===== src/rtl/kem_cmd_pkg.sv =====
package kem_cmd_pkg;
    localparam int DATA_W     = 32;
    localparam int ADDR_W     = 8;
    localparam int CMD_W      = 8;
    localparam int CODE_W     = 4;
    localparam int SEED_WORDS = 8;

    localparam logic [7:0] OFF_PARAM = 8'h00;
    localparam logic [7:0] OFF_CMD   = 8'h04;
    localparam logic [7:0] OFF_PK    = 8'h08;
    localparam logic [7:0] OFF_SK    = 8'h0C;
    localparam logic [7:0] OFF_STAT  = 8'h10;
    localparam logic [7:0] OFF_SEED  = 8'h20;

    localparam logic [CODE_W-1:0] ERR_BAD_OP = 4'd1;
    localparam logic [CODE_W-1:0] ERR_BUSY   = 4'd2;

    function automatic logic op_known(input logic [CMD_W-1:0] c);
        case (c)
            8'h01, 8'h02, 8'h03, 8'h10, 8'h11, 8'h20, 8'hFF: return 1'b1;
            default: return 1'b0;
        endcase
    endfunction

    typedef struct packed {
        logic              busy;
        logic              pend_rej;
        logic              done;
        logic              err;
        logic [CODE_W-1:0] code;
        logic [CMD_W-1:0]  cmd;
        logic              start;
        logic              irq_done;
        logic              irq_err;
    } ctrl_t;
endpackage


===== src/rtl/kem_seed_dec.sv =====
module kem_seed_dec
    import kem_cmd_pkg::*;
#(
    parameter int AW    = ADDR_W,
    parameter int WORDS = SEED_WORDS
) (
    input  logic [AW-1:0]    addr,
    output logic             hit,
    output logic [WORDS-1:0] sel
);
    localparam logic [AW-1:0] BASE = AW'(OFF_SEED);
    localparam logic [AW:0]   SPAN = (AW+1)'(4 * WORDS);

    logic [AW-1:0] off;

    assign off = addr - BASE;
    assign hit = (addr >= BASE) && ({1'b0, off} < SPAN) && (off[1:0] == 2'b00);

    for (genvar i = 0; i < WORDS; i++) begin : g_sel
        assign sel[i] = hit && (off[AW-1:2] == (AW-2)'(i));
    end
endmodule


===== src/rtl/kem_reg_file.sv =====
module kem_reg_file
    import kem_cmd_pkg::*;
#(
    parameter int DW    = DATA_W,
    parameter int AW    = ADDR_W,
    parameter int WORDS = SEED_WORDS
) (
    input  logic                      clk,
    input  logic                      rst_n,
    input  logic                      wr_en,
    input  logic [AW-1:0]             wr_addr,
    input  logic [DW-1:0]             wr_data,
    output logic [DW-1:0]             param_q,
    output logic [DW-1:0]             pk_q,
    output logic [DW-1:0]             sk_q,
    output logic [WORDS-1:0][DW-1:0]  seed_q
);
    typedef struct packed {
        logic [DW-1:0]            param;
        logic [DW-1:0]            pk;
        logic [DW-1:0]            sk;
        logic [WORDS-1:0][DW-1:0] seed;
    } regs_t;

    regs_t             r_d, r_q;
    logic              seed_hit;
    logic [WORDS-1:0]  seed_sel;

    kem_seed_dec #(.AW(AW), .WORDS(WORDS)) u_wdec (
        .addr (wr_addr),
        .hit  (seed_hit),
        .sel  (seed_sel)
    );

    always_comb begin
        r_d = r_q;
        if (wr_en) begin
            if (wr_addr == AW'(OFF_PARAM)) r_d.param = wr_data;
            if (wr_addr == AW'(OFF_PK))    r_d.pk    = wr_data;
            if (wr_addr == AW'(OFF_SK))    r_d.sk    = wr_data;
            for (int i = 0; i < WORDS; i++) begin
                if (seed_sel[i]) r_d.seed[i] = wr_data;
            end
        end
    end

    always_ff @(posedge clk) begin
        if (!rst_n) r_q <= '0;
        else        r_q <= r_d;
    end

    assign param_q = r_q.param;
    assign pk_q    = r_q.pk;
    assign sk_q    = r_q.sk;
    assign seed_q  = r_q.seed;
endmodule


===== src/rtl/kem_cmd_ctrl.sv =====
module kem_cmd_ctrl
    import kem_cmd_pkg::*;
(
    input  logic              clk,
    input  logic              rst_n,
    input  logic              cmd_wr,
    input  logic [CMD_W-1:0]  cmd_data,
    input  logic              eng_done,
    input  logic              eng_err,
    input  logic [CODE_W-1:0] eng_err_code,
    output logic              eng_start,
    output logic [CMD_W-1:0]  eng_cmd,
    output logic              busy,
    output logic              done,
    output logic              err,
    output logic [CODE_W-1:0] code,
    output logic              irq_done,
    output logic              irq_err
);
    ctrl_t c_d, c_q;
    logic  finish;

    assign finish = c_q.busy && eng_done;

    always_comb begin
        c_d          = c_q;
        c_d.start    = 1'b0;
        c_d.irq_done = 1'b0;
        c_d.irq_err  = 1'b0;
        if (finish) begin
            // completion wins; a write in this cycle still counts as in flight
            c_d.busy     = 1'b0;
            c_d.pend_rej = 1'b0;
            c_d.done     = 1'b1;
            c_d.irq_done = 1'b1;
            if (c_q.pend_rej || cmd_wr) begin
                c_d.err     = 1'b1;
                c_d.code    = ERR_BUSY;
                c_d.irq_err = 1'b1;
            end else if (eng_err) begin
                c_d.err     = 1'b1;
                c_d.code    = eng_err_code;
                c_d.irq_err = 1'b1;
            end else begin
                c_d.err  = 1'b0;
                c_d.code = '0;
            end
        end else if (cmd_wr) begin
            if (c_q.busy) begin
                c_d.pend_rej = 1'b1;
            end else if (op_known(cmd_data)) begin
                c_d.busy  = 1'b1;
                c_d.start = 1'b1;
                c_d.cmd   = cmd_data;
                c_d.done  = 1'b0;
                c_d.err   = 1'b0;
                c_d.code  = '0;
            end else begin
                c_d.done     = 1'b1;
                c_d.err      = 1'b1;
                c_d.code     = ERR_BAD_OP;
                c_d.irq_done = 1'b1;
                c_d.irq_err  = 1'b1;
            end
        end
    end

    always_ff @(posedge clk) begin
        if (!rst_n) c_q <= '0;
        else        c_q <= c_d;
    end

    assign eng_start = c_q.start;
    assign eng_cmd   = c_q.cmd;
    assign busy      = c_q.busy;
    assign done      = c_q.done;
    assign err       = c_q.err;
    assign code      = c_q.code;
    assign irq_done  = c_q.irq_done;
    assign irq_err   = c_q.irq_err;
endmodule


===== src/rtl/kem_rd_mux.sv =====
module kem_rd_mux
    import kem_cmd_pkg::*;
#(
    parameter int DW    = DATA_W,
    parameter int AW    = ADDR_W,
    parameter int WORDS = SEED_WORDS
) (
    input  logic                     clk,
    input  logic                     rst_n,
    input  logic                     rd_en,
    input  logic [AW-1:0]            rd_addr,
    input  logic [DW-1:0]            param,
    input  logic [DW-1:0]            cmd_word,
    input  logic [DW-1:0]            pk,
    input  logic [DW-1:0]            sk,
    input  logic [DW-1:0]            stat_word,
    input  logic [WORDS-1:0][DW-1:0] seed,
    output logic [DW-1:0]            rd_data
);
    logic [DW-1:0]    rd_d, rd_q;
    logic             seed_hit;
    logic [WORDS-1:0] seed_sel;

    kem_seed_dec #(.AW(AW), .WORDS(WORDS)) u_rdec (
        .addr (rd_addr),
        .hit  (seed_hit),
        .sel  (seed_sel)
    );

    always_comb begin
        rd_d = rd_q;
        if (rd_en) begin
            rd_d = '0;
            if (rd_addr == AW'(OFF_PARAM)) rd_d = param;
            if (rd_addr == AW'(OFF_CMD))   rd_d = cmd_word;
            if (rd_addr == AW'(OFF_PK))    rd_d = pk;
            if (rd_addr == AW'(OFF_SK))    rd_d = sk;
            if (rd_addr == AW'(OFF_STAT))  rd_d = stat_word;
            for (int i = 0; i < WORDS; i++) begin
                if (seed_hit && seed_sel[i]) rd_d = seed[i];
            end
        end
    end

    always_ff @(posedge clk) begin
        if (!rst_n) rd_q <= '0;
        else        rd_q <= rd_d;
    end

    assign rd_data = rd_q;
endmodule


===== src/rtl/kem_cmd_regs.sv =====
module kem_cmd_regs
    import kem_cmd_pkg::*;
#(
    parameter int DW    = DATA_W,
    parameter int AW    = ADDR_W,
    parameter int WORDS = SEED_WORDS
) (
    input  logic                  clk,
    input  logic                  rst_n,
    input  logic                  wr_en,
    input  logic [AW-1:0]         wr_addr,
    input  logic [DW-1:0]         wr_data,
    input  logic                  rd_en,
    input  logic [AW-1:0]         rd_addr,
    output logic [DW-1:0]         rd_data,
    output logic                  eng_start,
    output logic [CMD_W-1:0]      eng_cmd,
    output logic [DW-1:0]         eng_param,
    output logic [DW-1:0]         eng_pk_addr,
    output logic [DW-1:0]         eng_sk_addr,
    output logic [WORDS*DW-1:0]   eng_seed,
    input  logic                  eng_done,
    input  logic                  eng_err,
    input  logic [CODE_W-1:0]     eng_err_code,
    output logic                  irq_done,
    output logic                  irq_err
);
    logic [WORDS-1:0][DW-1:0] seed_q;
    logic                     cmd_wr;
    logic                     busy_w, done_w, err_w;
    logic [CODE_W-1:0]        code_w;
    logic [DW-1:0]            stat_word, cmd_word;

    assign cmd_wr = wr_en && (wr_addr == AW'(OFF_CMD));

    kem_reg_file #(.DW(DW), .AW(AW), .WORDS(WORDS)) u_regs (
        .clk     (clk),
        .rst_n   (rst_n),
        .wr_en   (wr_en),
        .wr_addr (wr_addr),
        .wr_data (wr_data),
        .param_q (eng_param),
        .pk_q    (eng_pk_addr),
        .sk_q    (eng_sk_addr),
        .seed_q  (seed_q)
    );

    kem_cmd_ctrl u_ctrl (
        .clk          (clk),
        .rst_n        (rst_n),
        .cmd_wr       (cmd_wr),
        .cmd_data     (wr_data[CMD_W-1:0]),
        .eng_done     (eng_done),
        .eng_err      (eng_err),
        .eng_err_code (eng_err_code),
        .eng_start    (eng_start),
        .eng_cmd      (eng_cmd),
        .busy         (busy_w),
        .done         (done_w),
        .err          (err_w),
        .code         (code_w),
        .irq_done     (irq_done),
        .irq_err      (irq_err)
    );

    assign stat_word = {{(DW-8){1'b0}}, code_w, 2'b00, err_w, done_w};
    assign cmd_word  = {{(DW-CMD_W){1'b0}}, eng_cmd};
    assign eng_seed  = seed_q;

    kem_rd_mux #(.DW(DW), .AW(AW), .WORDS(WORDS)) u_rd (
        .clk       (clk),
        .rst_n     (rst_n),
        .rd_en     (rd_en),
        .rd_addr   (rd_addr),
        .param     (eng_param),
        .cmd_word  (cmd_word),
        .pk        (eng_pk_addr),
        .sk        (eng_sk_addr),
        .stat_word (stat_word),
        .seed      (seed_q),
        .rd_data   (rd_data)
    );
endmodule


===== config.mk =====
export PLATFORM = sky130hd
export DESIGN_NAME = kem_cmd_regs
export DESIGN_NICKNAME = d
export VERILOG_FILES = /design/src/rtl/kem_cmd_pkg.sv /design/src/rtl/kem_seed_dec.sv /design/src/rtl/kem_reg_file.sv /design/src/rtl/kem_cmd_ctrl.sv /design/src/rtl/kem_rd_mux.sv /design/src/rtl/kem_cmd_regs.sv
export SDC_FILE = /design/constraint.sdc
export NUM_CORES = 1
export LEC_CHECK = 0
export BUFFER_PORTS_ARGS = -buffer_cell sky130_fd_sc_hd__buf_2
export CAP_MARGIN = 20
export CORE_MARGIN = 2
export CORE_UTILIZATION = 30
export CTS_BUF_LIST = sky130_fd_sc_hd__clkbuf_8
export CTS_CLUSTER_SIZE = 10
export DETAILED_ROUTE_END_ITERATION = 8
export GPL_ROUTABILITY_DRIVEN = 1
export HOLD_SLACK_MARGIN = 0.15
export PLACE_DENSITY_LB_ADDON = 0.25
export SYNTH_ARGS = -nofsm -noshare
export SYNTH_HDL_FRONTEND = slang
export SYNTH_HIERARCHICAL = 1
export SYNTH_SLANG_ARGS = --single-unit
export TNS_END_PERCENT = 50

===== constraint.sdc =====
create_clock -name clk -period 5.52 [get_ports clk]
set_clock_uncertainty 0.05 [all_clocks]
set_input_delay 1.38 -clock clk [delete_from_list [all_inputs] [get_ports clk]]
set_output_delay 1.38 -clock clk [all_outputs]
set_load 0.02 [all_outputs]

== After elaboration in Yosys (flattened, before gate mapping) ==
Cells that the tools add are included.

* Add/subtract/negate cells: 2
* Magnitude comparators: 4
* Eq/ne operators: 29
* Multiplexer cells: 30
* Bitwise operators: 4
* Reduce and logical (&&, ||, !) cells: 55

{| class="wikitable"
|+ Operator list
! operator !! count
|-
| two-way mux 32 bit || 13
|-
| == test 6 x 3 -> 1 bit (second input constant) || 8
|-
| two-way mux 17 bit || 2
|-
| == test 8 x 4 -> 1 bit (second input constant) || 4
|-
| logical AND 1 bit || 30
|-
| AND reduction 2 bit || 13
|-
| == test 6 x 2 -> 1 bit (second input constant) || 4
|-
| == test 8 x 5 -> 1 bit (second input constant) || 3
|-
| == test 8 x 2 -> 1 bit (second input constant) || 2
|-
| == test 8 x 3 -> 1 bit (second input constant) || 2
|-
| >= comparator 8 x 6 -> 1 bit (second input constant) || 2
|-
| logical NOT 8 bit || 2
|-
| < comparator 8 x 6 -> 1 bit (second input constant) || 2
|-
| subtractor 8 x 6 -> 8 bit (second input constant) || 2
|-
| == test 6 x 1 -> 1 bit (second input constant) || 2
|-
| logical NOT 6 bit || 2
|-
| two-way mux 6 bit || 2
|-
| two-way mux 5 bit || 2
|-
| two-way mux 9 bit || 1
|-
| == test 8 x 1 -> 1 bit (second input constant) || 1
|-
| == test 8 x 6 -> 1 bit (second input constant) || 1
|-
| == test 8 bit (second input constant) || 1
|-
| two-way mux 1 bit || 8
|-
| OR reduction 7 bit || 1
|-
| other kinds (9) || 14
|}

* Bits in registers: 403
* Input bits: 58
* Word-level logic and storage cells: 145

== Depth between registers and ports, before layout ==
Gate-level depths: netlist of the first run.

* Word-level depth: 14
* Gate-level depth with buffers: 12
* Depth with buffers taken out: 9

== Cells and area by module ==
The synthesis of the first run kept the hierarchy.

{| class="wikitable"
|+ Modules (own cells, without submodules)
! module !! times used !! cells an instance !! area each (um^2) !! sequential area each (um^2)
|-
| kem_reg_file || 1 || 1,507 || 13,058.8 || 7,046.8
|-
| kem_rd_mux || 1 || 731 || 5,245.0 || 640.6
|-
| kem_cmd_ctrl || 1 || 99 || 897.1 || 380.4
|-
| kem_seed_dec || 2 || 20 || 153.9 || 0.0
|-
| kem_cmd_regs || 1 || 4 || 27.5 || 0.0
|}

== Worst setup path before layout of the first run ==
OpenSTA, ideal clock, no wires.

* Path type: input port to flip-flop
* Start: input rd_addr[5]
* End: register u_rd.rd_q[0] (netlist: u_rd/rd_data[0])
* Data arrival time: 3.443 ns
* Data required time: 5.367 ns
* Slack: 1.925 ns
* Stages: 11
* Path through: inv_1 ha_1 nand4bb_1 buf_6 nor4_1 nand2b_1 buf_4 o22ai_1 o211ai_1 o221ai_1 a222oi_1

* Elaborated cells on any way between the ends: 47

{| class="wikitable"
|+ RTL lines
! what !! RTL line !! text
|-
| start: declaration || kem_cmd_regs.sv:14 || <nowiki>input logic [AW-1:0] rd_addr,</nowiki>
|-
| subtractor 8 x 6 -> 8 bit || kem_seed_dec.sv:16 || <nowiki>assign off = addr - BASE;</nowiki>
|-
| < comparator 8 x 6 -> 1 bit || kem_seed_dec.sv:17 || <nowiki>assign hit = (addr >= BASE) && ({1'b0, off} < SPAN) && (off[1:0] == 2'b00);</nowiki>
|-
| logical AND 1 bit (2 in a row) || kem_seed_dec.sv:17 ||
|-
| logical AND 1 bit * || kem_seed_dec.sv:20 || <nowiki>assign sel[i] = hit && (off[AW-1:2] == (AW-2)'(i));</nowiki>
|-
| via u_rd.seed_sel[1] || kem_rd_mux.sv:22 || <nowiki>logic [WORDS-1:0] seed_sel;</nowiki>
|-
| logical AND 1 bit * || kem_rd_mux.sv:40 || <nowiki>if (seed_hit && seed_sel[i]) rd_d = seed[i];</nowiki>
|-
| two-way mux 32 bit * (7 in a row) || kem_rd_mux.sv:40 ||
|-
| end signal: assignment || kem_rd_mux.sv:47 || <nowiki>else rd_q <= rd_d;</nowiki>
|-
| end: declaration || kem_rd_mux.sv:20 || <nowiki>logic [DW-1:0] rd_d, rd_q;</nowiki>
|}

The timed path passes the listed nets; every way through them passes the cells marked *.
A chain may end at the register's enable or synchronous reset.

== Final worst setup path of the first run ==
* Start: input rd_addr[5]
* End: register u_rd.rd_q[17] (netlist: u_rd/rd_data[17])

Same word-level chain as after synthesis.

==> results of run 1 <==
==> cell type report <==
class	count	area, sq um
fillers	6710	40700
well taps	855	1070
repair buffers	476	2480
flip-flops and latches	403	8070
multi-input cells	1752	10500
inverters	13	48.8
clock buffers	99	1360
clock inverters	40	258
diodes	3	7.51
==> metrics by stage <==
| step | cells | hold slack (ns) | setup slack [ns] | cell area (sq um) | util [%] |
|---|---|---|---|---|---|
| after global routing | 3640 | 0.442 | 1.19 | 23800 | 36.9 |
| final | 3641 | 0.421 | 1.35 | 23800 | 36.9 |
| after detailed placement | 3499 | 0.414 | 0.792 | 22100 | 34.3 |
| after global placement | 3499 | 0.403 | 0.901 | 22100 | 34.3 |
| after floorplan | 2429 | 0.387 | 1.92 | 19700 | - |
| after CTS | 3638 | 0.424 | 1.47 | 23800 | 36.9 |
==> routing by layer <==
metal	share of wire [%]	up-vias	GRT usage (%)
met5	0	-	0
met4	2.6	0	8.14
met3	11	139	9.27
met2	43	1001	39.5
met1	43	9700	34.8
li1	-	9027	-
==> where the power goes <==
group / internal [mW] / leakage [nW] / switching [mW]
clock: 1.75 / 0.925 / 1.39
sequential: 2.91 / 3.24 / 0.00399
combinational: 0.104 / 5.69 / 0.275
==> state kept, by name (all words and copies together), names as in the netlist, 4 cells and up <==
name and flops:
u_ctrl/code 4, u_ctrl/eng_cmd 8, u_rd/rd_data 32, u_regs/param_q 32
u_regs/pk_q 32, u_regs/seed_q 256, u_regs/sk_q 32
==> cells in the final DEF, fill, tap and decap left out, drive strengths merged, types with 35 or more instances in the layout <==
master,n
nand2,764
a21oi,105
conb,50
inv,39
mux2i,103
o211ai,62
o22ai,63
clkbuf,99
o21ai,35
buf,476
a21boi,256
nand4,36
dfxtp,403
==> worst paths after layout <==
kind | from | to | slack [ns] | cells past startpoint
worst max-delay path | rd_addr[5] | u_rd/rd_data[17]$_SDFFE_PN0P_ | 1.35 | 12
worst max register to register | u_regs/param_q[14]$_SDFFE_PN0P_ | u_rd/rd_data[14]$_SDFFE_PN0P_ | 3.71 | 5
worst min-delay path | u_regs/param_q[10]$_SDFFE_PN0P_ | u_regs/param_q[10]$_SDFFE_PN0P_ | 0.42 | 2
worst min register to register | u_regs/param_q[10]$_SDFFE_PN0P_ | u_regs/param_q[10]$_SDFFE_PN0P_ | 0.42 | 2
==> critical path: stages <==
cell and delay, ns:
buf_2 0.11, inv_1 0.05, ha_1 0.27, nand4bb_1 0.11
buf_4 0.20, nor4_1 0.63, nand2b_2 0.68, buf_4 0.31
o22ai_1 0.10, o211ai_1 0.23, o221ai_1 0.17, a222oi_1 0.37
==> impl_metrics.yaml, run 1 <==
routing:
  drc: 0
  post_drt_wl_per_cell_um: 25.3
  via_count: 19900
  drtIter0Drc: 2227
  wl_mm: 92.1
  ant_nets: 0
  vias_per_cell: 5.46
  firstDrtPassIters: 8
floorplanning:
  design.core.area_sq_mm: 0.0645
  io_pins: 453
  die_w_um: 259
  start_util_pct: 30.3
  die_height_um: 259
  rows: 93
  dieArea_sq_mm: 0.0672
timing:
  final_max_slew_viol_count: 0
  fin_setup_tns_ns: 0
  worst_pin_slew_ns: 1.15
  rsz0062_at_grt: "no"
  setup_violations: 0
  hold_violations: 0
  fin_crit_sh_pct: 75.5
  slew_headroom_pct: 23.1
  fin_crit_ns: 4.17
  max_freq_mhz: 240
power_and_ir_drop:
  p_leak_nw: 9.86
  p_total_mw: 6.43
  ir_drop_uv: 147
  p_per_area_mw_per_mm2: 271
clock_tree:
  cts-buffers-inserted: 78
  cts_setup_buffers: 0
  clock_latency_ns: 0.66
  cts_hold_buffers: 0
  cts_resized: 0
  clkTransAtPathRegs_ns: 0.06
  clockBufferDepth: 3
  htreeDepth: 3
  cts_root_buf: "clkbuf_8"
  cts_sinks: 403
  cts_tree: "built"
synth:
  syn_area_sq_mm: 0.0195
  syn_inst: 2380
  yosys_warnings: 6
  syn_area_per_cell_sq_um: 8.21
grt:
  overflow: 0
  grt_pass1_vias: 18600
  grt_pass1_wl_mm: 131
  track_usage_pct: 26.1
  antenna_found_initial: 2
  grt_max_degree: 216
cells_and_area:
  drive_gt1_share_pct: 25.2
  areaGrowthSynthToFinish_pct: 21.7
  final_nets: 2784
placement:
  gp_congestion: 0.878
  io_buffers: 452
  dp_hpwl_mm: 63.1
run:
  cap_viol_max_count: 0
setup_path:
  cp.required_ns: 6.00
  start_kind: "input port"
  path_class: "in -> reg"
  crit_fanout: 17
  critPathCaptureType: "flop"
  worst-endpoint-arrival_ns: 4.65
run_status:
  status: "finished, final reports clean"
hold_path:
  hold_path.class: "reg -> reg"
Power figures use the tool's default switching activity.
==> run 2, diff against run 1 <==
Clock period 5.52 ns to 3.64 ns, I/O delays scaled along.
==> run 2 against run 1 <==
Design area grew 2.2%. Sequential share of layout area shrank 0.72 points. Die area is the same. Largest cell class unchanged.
==> impl_metrics.yaml, run 2 (synthesis results as in run 1) <==
cells_and_area:
  fin_area_sq_mm: 0.0243
  largest_reg_flops: 256
  drive_gt1_share_pct: 26.5
  multi_input_area_sq_mm: 0.0105
  stdcell_count: 3691
  fillers: 6605
  regArea_sq_mm: 0.00807
  final_nets: 2842
  layout_commonest_cell: "nand2_1"
  final_cell_mix: "755 x nand2_1, 450 x buf_2, 403 x dfxtp_1, 256 x a21boi_0, 105 x a21oi_1"
  postLayoutCoreUtil_pct: 37.7
  areaGrowthSynthToFinish_pct: 24.3
  diodes: 0
grt:
  gr-max-usage-layer: "met2"
  grt_pass1_wl_mm: 128
  overflow: 0
  grt_max_degree: 203
  grt_pass1_vias: 19000
  antenna_found_initial: 1
  track_usage_pct: 25.4
  gr-usage-met3_pct: 7.71
  grt_use_met2_pct: 38.6
  grt_use_met1_pct: 33.9
power_and_ir_drop:
  p_leak_nw: 10.2
  ir_drop_uv: 230
  p_per_area_mw_per_mm2: 387
setup_path:
  critPathMaxStageDelay_ns: 0.73
  path_class: "in -> reg"
  slowest_stage: "nor4_1"
  r2r-start: "u_ctrl/busy$_SDFFE_PP0P_"
  cp.required_ns: 4.09
  critPathCaptureType: "flop"
  reg2reg_slack_ns: 1.94
  crit_fanout: 32
  crit_chain: "buf_2 -> inv_1 -> ha_1 -> nand4bb_1 -> nor4_1 -> nand3_2 -> buf_12 -> o221a_2 -> o21ai_0 -> a222oi_1"
  worst-endpoint-arrival_ns: 3.53
  start_kind: "input port"
  crit_start: "rd_addr[5]"
placement:
  dp_hpwl_mm: 63.2
  place_inst: 3559
  place_area_sq_mm: 0.0228
  io_buffers: 452
  gp_congestion: 0.897
routing:
  ant_nets: 0
  wl_mm: 89.2
  vias_per_cell: 5.38
  drc: 0
  firstDrtPassIters: 6
  via_count: 19900
  drtIter0Drc: 2062
  post_drt_wl_per_cell_um: 24.2
floorplanning:
  die_height_um: 259
  die_w_um: 259
  io_pins: 453
  rows: 93
  dieArea_sq_mm: 0.0672
  design.core.area_sq_mm: 0.0645
  start_util_pct: 30.3
timing:
  max_freq_mhz: 325
  hold_violations: 0
  final_max_slew_viol_count: 0
  fin_crit_ns: 3.08
  worst_pin_slew_ns: 0.966
  fin_setup_tns_ns: 0
  fin_crit_sh_pct: 84.6
  slew_headroom_pct: 35.6
  whs_ns: 0.421
  rsz0062_at_grt: "no"
  setup_violations: 0
clock_tree:
  cts_root_buf: "clkbuf_8"
  cts-buffers-inserted: 76
  cts_setup_buffers: 0
  clkTransAtPathRegs_ns: 0.06
  clock_latency_ns: 0.66
  cts_tree: "built"
  htreeDepth: 3
  cts_hold_buffers: 0
  cts_sinks: 403
  cts_resized: 0
  clockBufferDepth: 3
run_status:
  status: "finished, final reports clean"
hold_path:
  hold_path.class: "reg -> reg"
  worstHoldStart: "u_regs/param_q[17]$_SDFFE_PN0P_"
run:
  cap_viol_max_count: 0
run 2: changes by cell type in the layout (fill, tap and decap cells not counted), sizes merged:
cell,delta
inv,+3
diode,-3
bufinv,-2
clkbuf,-7
clkinv,-2
clkinvlp,+1
buf,+60
run 2: worst max-delay path, delay by kind of cell:
kind                       cells  cell delay, ns
adders and majority gates      1            0.26
and+or+nand+nor                3            1.30
buffers and inverters          3            0.38
AOI/OAI and AO/OA              3            0.64
run 2: stage by stage:
step	power, mW	setup slack, ns
floorplan	4.87	0.515
global placement	5.09	0.0652
detailed placement	5.10	-0.0112
CTS	9.51	0.702
global route	9.75	0.419
finish	9.39	0.560
run 2: cell type report:
class	instances	area share [%]
multi-input combinational	1752	43.1
sequential	403	33.2
timing repair buffer	536	13.0
clock buffer	92	5.22
tap	855	4.41
clock inverter	40	0.835
inverter	13	0.201
run 2: where the power goes:
group	internal (mW)	switching, mW	total (mW)	leakage, nW
sequential	4.42	0.00588	4.42	3.24
clock	2.34	2.04	4.38	0.855
combinational	0.174	0.415	0.589	6.07
run 2: path summary, 6_finish.rpt:
| check | to | cells after the start |
|---|---|---|
| worst min-delay path | u_regs/param_q[17]$_SDFFE_PN0P_ | 2 |
| worst min register to register | u_regs/param_q[17]$_SDFFE_PN0P_ | 2 |
| worst max register to register | u_ctrl/code[0]$_SDFFE_PN0P_ | 4 |
| worst max-delay path | u_rd/rd_data[16]$_SDFFE_PN0P_ | 10 |
run 2: layer usage:
metal	vias up	part of all wire (%)
met5	-	0.015
met1	9651	44
li1	9152	-
met2	921	44
met4	2	3.0
met3	145	9.7
